===== src/rtl/rxsq_pkg.sv =====
// Shared constants and the per-frame record for the receive status queue.
// Assumes the 16-bit status format: [15] arriving/empty, [14:11] code, [10:0] count.
package rxsq_pkg;
    localparam int unsigned CNT_W  = 11;
    localparam int unsigned CODE_W = 4;
    localparam int unsigned WORD_W = 16;

    typedef struct packed {
        logic              done;
        logic [CODE_W-1:0] code;
        logic [CNT_W-1:0]  count;
    } frame_entry_t;

    localparam logic [WORD_W-1:0] EMPTY_WORD = 16'h8000;
endpackage


===== src/rtl/rxsq_entry_store.sv =====
// Circular store of frame records with head/tail pointers and a fill level.
// Tracks the single frame that is still arriving (cur_idx). Assumes the caller
// allocates only when not full and not arriving, and pops only when not empty.
module rxsq_entry_store
    import rxsq_pkg::*;
#(
    parameter int unsigned DEPTH = 8,
    localparam int unsigned PTR_W = (DEPTH > 1) ? $clog2(DEPTH) : 1,
    localparam int unsigned LVL_W = $clog2(DEPTH + 1)
) (
    input  logic              clk,
    input  logic              rst_n,
    input  logic              clr,
    input  logic              alloc,
    input  logic              add_byte,
    input  logic              finish,
    input  logic [CODE_W-1:0] fin_code,
    input  logic              pop,
    output logic [LVL_W-1:0]  level,
    output frame_entry_t      head,
    output logic              in_prog,
    output logic              cur_is_head,
    output logic [CNT_W-1:0]  cur_count
);
    frame_entry_t     slot_q [DEPTH];
    logic [PTR_W-1:0] wr_ptr;
    logic [PTR_W-1:0] rd_ptr;
    logic [PTR_W-1:0] cur_idx;

    function automatic logic [PTR_W-1:0] adv(input logic [PTR_W-1:0] p);
        adv = (p == PTR_W'(DEPTH - 1)) ? '0 : p + 1'b1;
    endfunction

    // Per-slot record update: cleared on allocation, grown while arriving.
    for (genvar g = 0; g < DEPTH; g++) begin : g_slot
        always_ff @(posedge clk) begin
            if (!rst_n) begin
                slot_q[g] <= '0;
            end else if (alloc && wr_ptr == PTR_W'(g)) begin
                slot_q[g] <= '0;
            end else if (in_prog && cur_idx == PTR_W'(g)) begin
                if (add_byte && slot_q[g].count != '1)
                    slot_q[g].count <= slot_q[g].count + 1'b1;
                if (finish) begin
                    slot_q[g].done <= 1'b1;
                    slot_q[g].code <= fin_code;
                end
            end
        end
    end

    assign cur_is_head = in_prog && (cur_idx == rd_ptr) && (level != '0);
    assign head        = slot_q[rd_ptr];
    assign cur_count   = slot_q[cur_idx].count;

    // Pointer, level and arriving-frame bookkeeping.
    always_ff @(posedge clk) begin
        if (!rst_n || clr) begin
            wr_ptr  <= '0;
            rd_ptr  <= '0;
            cur_idx <= '0;
            level   <= '0;
            in_prog <= 1'b0;
        end else begin
            if (alloc) begin
                wr_ptr  <= adv(wr_ptr);
                cur_idx <= wr_ptr;
            end
            if (pop)
                rd_ptr <= adv(rd_ptr);
            level <= level + LVL_W'(alloc) - LVL_W'(pop);
            if (alloc)
                in_prog <= 1'b1;
            else if (finish || (pop && cur_is_head))
                in_prog <= 1'b0;
        end
    end

    a_r3_no_overflow: assert property (@(posedge clk) disable iff (!rst_n)
        level <= LVL_W'(DEPTH));

    a_r3_alloc_room: assert property (@(posedge clk) disable iff (!rst_n)
        alloc |-> (level != LVL_W'(DEPTH)));

    a_r5_pop_shrinks: assert property (@(posedge clk) disable iff (!rst_n)
        (pop && !alloc && !clr) |=> (level == $past(level) - 1'b1));
endmodule


===== src/rtl/rxsq_byte_space.sv =====
// Counts bytes held in the receive buffer and raises the byte-space overrun
// flag with hysteresis. Assumes drop_cnt never exceeds the bytes held.
module rxsq_byte_space #(
    parameter int unsigned CAP_BYTES = 2048,
    parameter int unsigned OVR_HYST  = 4,
    localparam int unsigned OCC_W    = $clog2(CAP_BYTES + 1)
) (
    input  logic             clk,
    input  logic             rst_n,
    input  logic             clr,
    input  logic             byte_in,
    input  logic             byte_out,
    input  logic [OCC_W-1:0] drop_cnt,
    output logic             space_full,
    output logic             rx_ovr
);
    logic [OCC_W-1:0] occ;
    logic [OCC_W:0]   sum;
    logic [OCC_W-1:0] occ_nxt;

    // Next occupancy after this cycle's arrivals, reads and discards.
    always_comb begin
        sum     = {1'b0, occ} + (OCC_W+1)'(byte_in) - (OCC_W+1)'(byte_out)
                  - {1'b0, drop_cnt};
        occ_nxt = sum[OCC_W-1:0];
    end

    assign space_full = (occ == OCC_W'(CAP_BYTES));

    // Occupancy register and overrun flag with release hysteresis.
    always_ff @(posedge clk) begin
        if (!rst_n || clr) begin
            occ    <= '0;
            rx_ovr <= 1'b0;
        end else begin
            occ <= occ_nxt;
            if (occ_nxt >= OCC_W'(CAP_BYTES))
                rx_ovr <= 1'b1;
            else if (occ_nxt <= OCC_W'(CAP_BYTES - OVR_HYST))
                rx_ovr <= 1'b0;
        end
    end

    a_r8_occ_bound: assert property (@(posedge clk) disable iff (!rst_n)
        occ <= OCC_W'(CAP_BYTES));
endmodule


===== src/rtl/rxsq_head_mon.sv =====
// Watches the head frame: counts host data reads, flags reads past the
// counted bytes, and produces the once-per-frame early-arrival pulse.
// Assumes pop and alloc come from the same cycle decisions as the store.
module rxsq_head_mon
    import rxsq_pkg::*;
(
    input  logic             clk,
    input  logic             rst_n,
    input  logic             clr,
    input  logic             head_valid,
    input  logic [CNT_W-1:0] head_count,
    input  logic             rd_req,
    input  logic             pop,
    input  logic             alloc,
    input  logic             in_prog,
    input  logic             cur_is_head,
    input  logic [CNT_W-1:0] cur_count,
    input  logic [CNT_W-1:0] thresh,
    output logic             rd_ok,
    output logic [CNT_W-1:0] remain,
    output logic             underrun,
    output logic             early
);
    logic [CNT_W-1:0] rd_cnt;
    logic             early_done;
    logic             rd_bad;

    assign rd_ok  = rd_req && !pop && head_valid && (rd_cnt < head_count);
    assign rd_bad = rd_req && !pop && !rd_ok;
    assign remain = head_count - rd_cnt;
    assign early  = in_prog && cur_is_head && !early_done && (cur_count >= thresh);

    // Bytes already read from the head frame.
    always_ff @(posedge clk) begin
        if (!rst_n || clr || pop)
            rd_cnt <= '0;
        else if (rd_ok)
            rd_cnt <= rd_cnt + 1'b1;
    end

    // Sticky underrun flag.
    always_ff @(posedge clk) begin
        if (!rst_n || clr)
            underrun <= 1'b0;
        else if (rd_bad)
            underrun <= 1'b1;
    end

    // Marks that the arriving frame has already given its early pulse.
    always_ff @(posedge clk) begin
        if (!rst_n || clr || alloc)
            early_done <= 1'b0;
        else if (early)
            early_done <= 1'b1;
    end

    a_r7_underrun_sticky: assert property (@(posedge clk) disable iff (!rst_n)
        (underrun && !clr) |=> underrun);

    a_r6_early_once: assert property (@(posedge clk) disable iff (!rst_n)
        early |=> !early);
endmodule


===== src/rtl/rx_frame_status_queue.sv =====
// Top of the receive frame status queue. Decides frame acceptance, refusal,
// byte counting and removal, and forms the head status word and flags.
// Assumes the MAC brackets each frame with one start and one end strobe.
module rx_frame_status_queue
    import rxsq_pkg::*;
#(
    parameter int unsigned DEPTH     = 8,
    parameter int unsigned CAP_BYTES = 2048,
    parameter int unsigned OVR_HYST  = 4
) (
    input  logic              clk,
    input  logic              rst_n,
    input  logic              mac_sof,
    input  logic              mac_byte,
    input  logic              mac_eof,
    input  logic [CODE_W-1:0] mac_code,
    input  logic              host_rd,
    input  logic              host_discard,
    input  logic              host_rx_reset,
    input  logic [CNT_W-1:0]  early_thresh,
    output logic [WORD_W-1:0] rx_status,
    output logic              rx_complete,
    output logic              rx_early,
    output logic              adapter_fail,
    output logic              diag_receiving,
    output logic              diag_rx_underrun,
    output logic              diag_status_overrun,
    output logic              diag_rx_overrun
);
    localparam int unsigned LVL_W = $clog2(DEPTH + 1);
    localparam int unsigned OCC_W = $clog2(CAP_BYTES + 1);

    logic [LVL_W-1:0] level;
    frame_entry_t     head;
    logic             in_prog, cur_is_head;
    logic [CNT_W-1:0] cur_count, remain;
    logic             empty, full, space_full, rx_ovr;
    logic             pop, pop_cur, accept, refuse_full, byte_ok, finish;
    logic             rd_ok, stat_ovr;

    assign empty = (level == '0);
    assign full  = (level == LVL_W'(DEPTH));

    // Per-cycle decisions on host and MAC strobes.
    always_comb begin
        pop         = host_discard && !empty && !host_rx_reset;
        pop_cur     = pop && cur_is_head;
        accept      = mac_sof && !in_prog && !full && !rx_ovr && !host_rx_reset;
        refuse_full = mac_sof && !in_prog && full && !host_rx_reset;
        byte_ok     = mac_byte && in_prog && !pop_cur && !space_full
                      && (cur_count != '1) && !host_rx_reset;
        finish      = mac_eof && in_prog && !pop_cur && !host_rx_reset;
    end

    rxsq_entry_store #(.DEPTH(DEPTH)) store_i (
        .clk        (clk),
        .rst_n      (rst_n),
        .clr        (host_rx_reset),
        .alloc      (accept),
        .add_byte   (byte_ok),
        .finish     (finish),
        .fin_code   (mac_code),
        .pop        (pop),
        .level      (level),
        .head       (head),
        .in_prog    (in_prog),
        .cur_is_head(cur_is_head),
        .cur_count  (cur_count)
    );

    rxsq_byte_space #(.CAP_BYTES(CAP_BYTES), .OVR_HYST(OVR_HYST)) space_i (
        .clk       (clk),
        .rst_n     (rst_n),
        .clr       (host_rx_reset),
        .byte_in   (byte_ok),
        .byte_out  (rd_ok),
        .drop_cnt  (pop ? OCC_W'(remain) : '0),
        .space_full(space_full),
        .rx_ovr    (rx_ovr)
    );

    rxsq_head_mon head_i (
        .clk        (clk),
        .rst_n      (rst_n),
        .clr        (host_rx_reset),
        .head_valid (!empty),
        .head_count (head.count),
        .rd_req     (host_rd && !host_rx_reset),
        .pop        (pop),
        .alloc      (accept),
        .in_prog    (in_prog),
        .cur_is_head(cur_is_head),
        .cur_count  (cur_count),
        .thresh     (early_thresh),
        .rd_ok      (rd_ok),
        .remain     (remain),
        .underrun   (diag_rx_underrun),
        .early      (rx_early)
    );

    // Slot-overrun flag: set by a refused frame, cleared by any removal.
    always_ff @(posedge clk) begin
        if (!rst_n || host_rx_reset)
            stat_ovr <= 1'b0;
        else if (pop)
            stat_ovr <= 1'b0;
        else if (refuse_full)
            stat_ovr <= 1'b1;
    end

    // Head status word formatting.
    always_comb begin
        if (empty)
            rx_status = EMPTY_WORD;
        else if (head.done)
            rx_status = {1'b0, head.code, head.count};
        else
            rx_status = {1'b1, {CODE_W{1'b0}}, head.count};
    end

    assign rx_complete         = !empty && head.done;
    assign adapter_fail        = diag_rx_underrun;
    assign diag_receiving      = in_prog;
    assign diag_status_overrun = stat_ovr;
    assign diag_rx_overrun     = rx_ovr;

    a_r1_empty_word: assert property (@(posedge clk) disable iff (!rst_n)
        empty |-> (rx_status == EMPTY_WORD));

    a_r2_complete_word: assert property (@(posedge clk) disable iff (!rst_n)
        rx_complete |-> !rx_status[15]);

    a_r4_stat_clears: assert property (@(posedge clk) disable iff (!rst_n)
        pop |=> !diag_status_overrun);

    a_r9_arriving_word: assert property (@(posedge clk) disable iff (!rst_n)
        (diag_receiving && cur_is_head) |-> rx_status[15]);
endmodule


===== config.mk =====
export PLATFORM = sky130hd
export DESIGN_NAME = rx_frame_status_queue
export DESIGN_NICKNAME = d
export VERILOG_FILES = /design/src/rtl/rxsq_pkg.sv /design/src/rtl/rxsq_entry_store.sv /design/src/rtl/rxsq_byte_space.sv /design/src/rtl/rxsq_head_mon.sv /design/src/rtl/rx_frame_status_queue.sv
export SDC_FILE = /design/constraint.sdc
export NUM_CORES = 1
export LEC_CHECK = 0
export BUFFER_PORTS_ARGS = -buffer_cell sky130_fd_sc_hd__buf_4
export CAP_MARGIN = 30
export CORE_MARGIN = 2
export CORE_UTILIZATION = 65
export DETAILED_ROUTE_END_ITERATION = 10
export PLACE_DENSITY = 0.83
export SETUP_SLACK_MARGIN = 0.3
export SYNTH_ARGS = -nofsm -noshare
export SYNTH_HDL_FRONTEND = slang
export SYNTH_SLANG_ARGS = --single-unit

===== constraint.sdc =====
create_clock -name clk -period 15.79 [get_ports clk]
set_input_delay 0.7895 -clock clk [delete_from_list [all_inputs] [get_ports clk]]
set_output_delay 0.7895 -clock clk [all_outputs]
set_load 0.01 [all_outputs]

==> results.md <==
- Synthesis inferred 175 register bits.
- The highest cell delay on the worst timing path is 0.61 ns.
- Walking the worst path, the cells encountered are buf_4 -> mux4_2 -> mux2i_1 -> inv_1 -> ha_1 -> nor2b_1 -> o21ai_0 -> a21boi_0 -> o31ai_1 -> a21o_1 -> inv_1 -> fa_1 -> fa_1 -> inv_1 -> ha_1 -> inv_1 -> fa_1 -> nor2b_1 -> o31a_1 -> o22ai_1 -> xnor2_1 -> nor2_1 -> nor4b_1 -> o2bb2ai_1.
- Summed over all nets, the switching power comes to 0.382 mW.
- In the final routed layout, each cell accounts on average for 21.4 µm.
- Counting tap cells, the placed design contains a total of 1,326 instances.
- The kind of critical path is reg2reg.
- Data on the critical path is required at its endpoint by 16.16 ns.
- Compared with the post-synthesis result, the final layout area differs by 10.0%.
- The fraction of synthesized cell area taken by the top area cell type is 33.5%.
- The kind of path behind the tightest hold check is reg2reg.
- The most used flip-flop cell after synthesis is sky130_fd_sc_hd__edfxtp_1.
- The horizontal die dimension is 137 µm.
- The number of antenna cells inserted is 0.
- The total negative slack for setup checks is 0 ns.
- Internal power comes to 0.931 mW.
- The kind of launch point of the worst setup path is a flop.
- The final max-slew violation count was 0.
- The most area-hungry cell type in the Yosys netlist is sky130_fd_sc_hd__edfxtp_1.
- The time the worst path needs with I/O delays and setup is 6.49 ns.
- The most repeated cell in the gate-level netlist after synthesis is sky130_fd_sc_hd__nor2_1.
- The number of nets in the finished design is 1,222.
- The maximum frequency from static timing analysis is 154 MHz.
- The number of synthesized flops with an enable pin is 128.
- In this run the worst path has a maximum fanout of 32.
- Summed over all cells, the static leakage comes to 4.70 nW.
- The proportion of register bits with asynchronous set or reset after synthesis is 0%.
- The Yosys warning count is 0.
- The cell at the root of the clock tree is sky130_fd_sc_hd__clkbuf_16.
- The count of port buffers added during placement is 45.
- The layer flagged by global routing as most heavily used is met2.
- Global routing used 50.6% of the available met2 tracks.
- The proportion of power drawn by combinational gates is 22.2%.
- The die is 137 µm tall.
- The proportion of total power due to net switching is 29.1%.
- The number of global-route vias before repair was 8,203.
- The number of nets produced by synthesis is 1,191.
- The run finished with clean final reports.
- CTS built an H-tree with a depth of 4.
- TritonCTS built the clock tree.
- The non-filler instance count after layout is 1,359.
- The first global-routing pass estimated 44,900 µm of wire.
- Routability-driven placement finished with a final weighted congestion of 0.965.
- The share of synthesized area occupied by flip-flops and latches is 41.7%.
- The CTS buffer count is 17.
- The number of unique standard cell types used by synthesis is 63.
- The core region area is 0.0173 mm².
- The number of instances in the synthesized netlist is 1,090.
- Power spread over the standard cell area amounts to 104 mW/mm².
- The global-route usage over all layers is 32.3%.
- Once the floorplan was initialized, standard cells occupied 66.4% of the core.
- The critical path's slowest cell is sky130_fd_sc_hd__o31ai_1.
- The worst-skew pair later-pin latency is 0.44 ns.
- The total wire length after detailed routing is 29,100 µm.
- In the routed design, unresolved DRC markers number 0.
- The placement row count is 48.
- The clock transition at the registers of the reported paths is 0.07 ns.
- The area of the die is 0.0187 mm².
- In this run the remaining antenna-violating nets after routing total 0.
- The total of endpoints with negative setup slack in the final report is 0.
- Summed over all layers, the global routing overflow is 0.
- The critical path endpoint category is a flop.
- The number of instances resized during post-cts repair is 0.
- Entering global routing, the biggest net connects 33 pins.
- The count of TritonRoute iterations in the first routing pass is 6.
- On the final layout, the worst clock skew is 0.0147 ns.
- The arrival time reported for the critical path endpoint is 6.86 ns.
- The sequential power share is 41.4%.
- Of the available clock period, the critical path in the final layout requires 41.1%.
- The total design power is 1.31 mW.
- The clock passes through at most 2 buffers.
- The met3 capacity usage during global routing is 8.44%.
- The most prevalent standard cell on the critical path is sky130_fd_sc_hd__inv_1.
- Detailed placement ended at an HPWL of 21,400 µm.
- The remaining max-slew budget at the tightest pin is 29.4%.
- Each instance of the synthesized netlist takes up on average 10.5 µm².
- The hold violation total from the final report is 0.
- Across the run, the number of max-cap violations was 0.
- The via count is 8,757.
- The I/O pin total is 46.
- VDD sags by at most 102 µV.
- The slew at the pin with the worst max-slew slack is 1.03 ns.
- Post-CTS timing repair inserted 0 buffers for setup.
- By area the synthesized netlist is led by sky130_fd_sc_hd__edfxtp_1 33%, sky130_fd_sc_hd__mux4_2 9.0%, sky130_fd_sc_hd__dfxtp_1 8.2%.
- The tree built by TritonCTS fans out to 175 sinks.
- The met1 global-route usage is 43.0%.
- After detailed placement, the total cell area comes to 0.0120 mm².
- The number of antenna violations at the first check in global routing is 0.
- The DRC marker count from the first detailed-route iteration is 1,015.
- Summing every instance area after synthesis gives 0.0115 mm².
- Setup repair after global routing left no endpoint under its margin.
- Dividing the detail-routed via count by the number of cells gives 6.44.
- In the final layout, the share of cells above drive strength 1 is 14.1%.
- The area of all placed cells without fillers is 0.0126 mm².
- After clock tree synthesis, the flow added hold-fix buffers numbering 0.
- The clock network accounts for 36.4% of the total power.
- The commonest cells after synthesis are 156 x sky130_fd_sc_hd__nor2_1, 128 x sky130_fd_sc_hd__edfxtp_1, 83 x sky130_fd_sc_hd__inv_1, 73 x sky130_fd_sc_hd__ha_1, 72 x sky130_fd_sc_hd__nand2_1.
==> power groups by stage <==
stage	clock, mW	sequential (mW)	combinational [mW]
6_report	0.478	0.543	0.291
3_3_place_gp	0	0.551	0.277
4_1_cts	0.477	0.542	0.287
3_5_place_dp	0	0.551	0.284
5_1_grt	0.495	0.545	0.325
2_1_floorplan	0	0.539	0.221
==> cell type report <==
cell class | instances | area [µm²]
clock buffers | 18 | 429
clock inverters | 14 | 228
fillers | 1197 | 4660
inverters | 83 | 312
multi-input cells | 794 | 6190
flip-flops and latches | 175 | 4790
well taps | 225 | 282
repair buffers | 50 | 408
==> worst max-delay path, delay by kind of cell, from the launching register on <==
kind / cells / cell delay (ns)
compound gates: 7 / 1.85
mux: 2 / 0.89
buf+inv: 5 / 0.80
flops: 1 / 0.31
fa+ha+maj: 5 / 1.75
simple gates: 4 / 0.63
xor+xnor: 1 / 0.15
==> placed cells by master, fill, tap and decap left out, types with 19 or more instances in the layout <==
| master | netlist | layout |
|---|---|---|
| sky130_fd_sc_hd__a21oi_1 | 33 | 33 |
| sky130_fd_sc_hd__and2_1 | 41 | 41 |
| sky130_fd_sc_hd__and3_1 | 20 | 20 |
| sky130_fd_sc_hd__buf_4 | 2 | 48 |
| sky130_fd_sc_hd__dfxtp_1 | 47 | 46 |
| sky130_fd_sc_hd__edfxtp_1 | 128 | 128 |
| sky130_fd_sc_hd__ha_1 | 73 | 73 |
| sky130_fd_sc_hd__inv_1 | 83 | 83 |
| sky130_fd_sc_hd__mux4_2 | 46 | 46 |
| sky130_fd_sc_hd__nand2_1 | 72 | 72 |
| sky130_fd_sc_hd__nand3_1 | 46 | 46 |
| sky130_fd_sc_hd__nor2_1 | 156 | 156 |
| sky130_fd_sc_hd__nor2b_1 | 19 | 19 |
| sky130_fd_sc_hd__o21ai_0 | 22 | 22 |
| sky130_fd_sc_hd__xnor2_1 | 48 | 48 |
| sky130_fd_sc_hd__xor2_1 | 40 | 40 |
==> path summary, 6_finish.rpt <==
kind                                                       start                               end  slack, ns  cells after the start
worst max-delay path                                        flop       space_i.rx_ovr$_SDFFE_PP0P_       9.30                     24
worst min-delay path            diag_status_overrun$_SDFFE_PP0P_  diag_status_overrun$_SDFFE_PP0P_       0.47                      2
worst max register to register                              flop       space_i.rx_ovr$_SDFFE_PP0P_       9.30                     24
worst min register to register  diag_status_overrun$_SDFFE_PP0P_  diag_status_overrun$_SDFFE_PP0P_       0.47                      2
==> cell families (layout without fill, tap and decap cells) <==
logic type	Yosys count	after routing	synth area share, %
simple gates	438	438	18.9
mux	79	79	13.2
buf+inv	121	165	4.43
fa+ha+maj	78	78	8.83
xor+xnor	88	88	6.71
flops	175	175	41.7
compound gates	111	111	6.24
==> state kept, by name, summed over array words and instances (netlist names), named ones only <==
| signal | cells |
|---|---|
| store_i.rd_ptr | 3 |
| store_i.in_prog | 1 |
| store_i.wr_ptr | 3 |
| head_i.rd_cnt | 11 |
| diag_status_overrun | 1 |
| store_i.slot_q | 128 |
| space_i.occ | 12 |
| space_i.rx_ovr | 1 |
| head_i.underrun | 1 |
| store_i.cur_idx | 3 |
| head_i.early_done | 1 |
| store_i.level | 4 |
==> per-stage QoR <==
stage / util, % / hold slack (ns) / setup slack, ns
final: 73.0 / 0.473 / 9.30
after global routing: 73.0 / 0.536 / 8.82
after CTS: 72.9 / 0.479 / 9.12
after detailed placement: 69.1 / 0.462 / 9.20
after global placement: 69.0 / 0.458 / 9.39
after floorplan: - / 0.452 / 9.67
==> per-layer routing <==
metal	wire length [µm]	up-vias
met4	1270	0
met2	13100	510
met5	0	-
li1	-	3972
met3	2910	111
met1	11800	4164
Power figures use the tool's default switching activity.
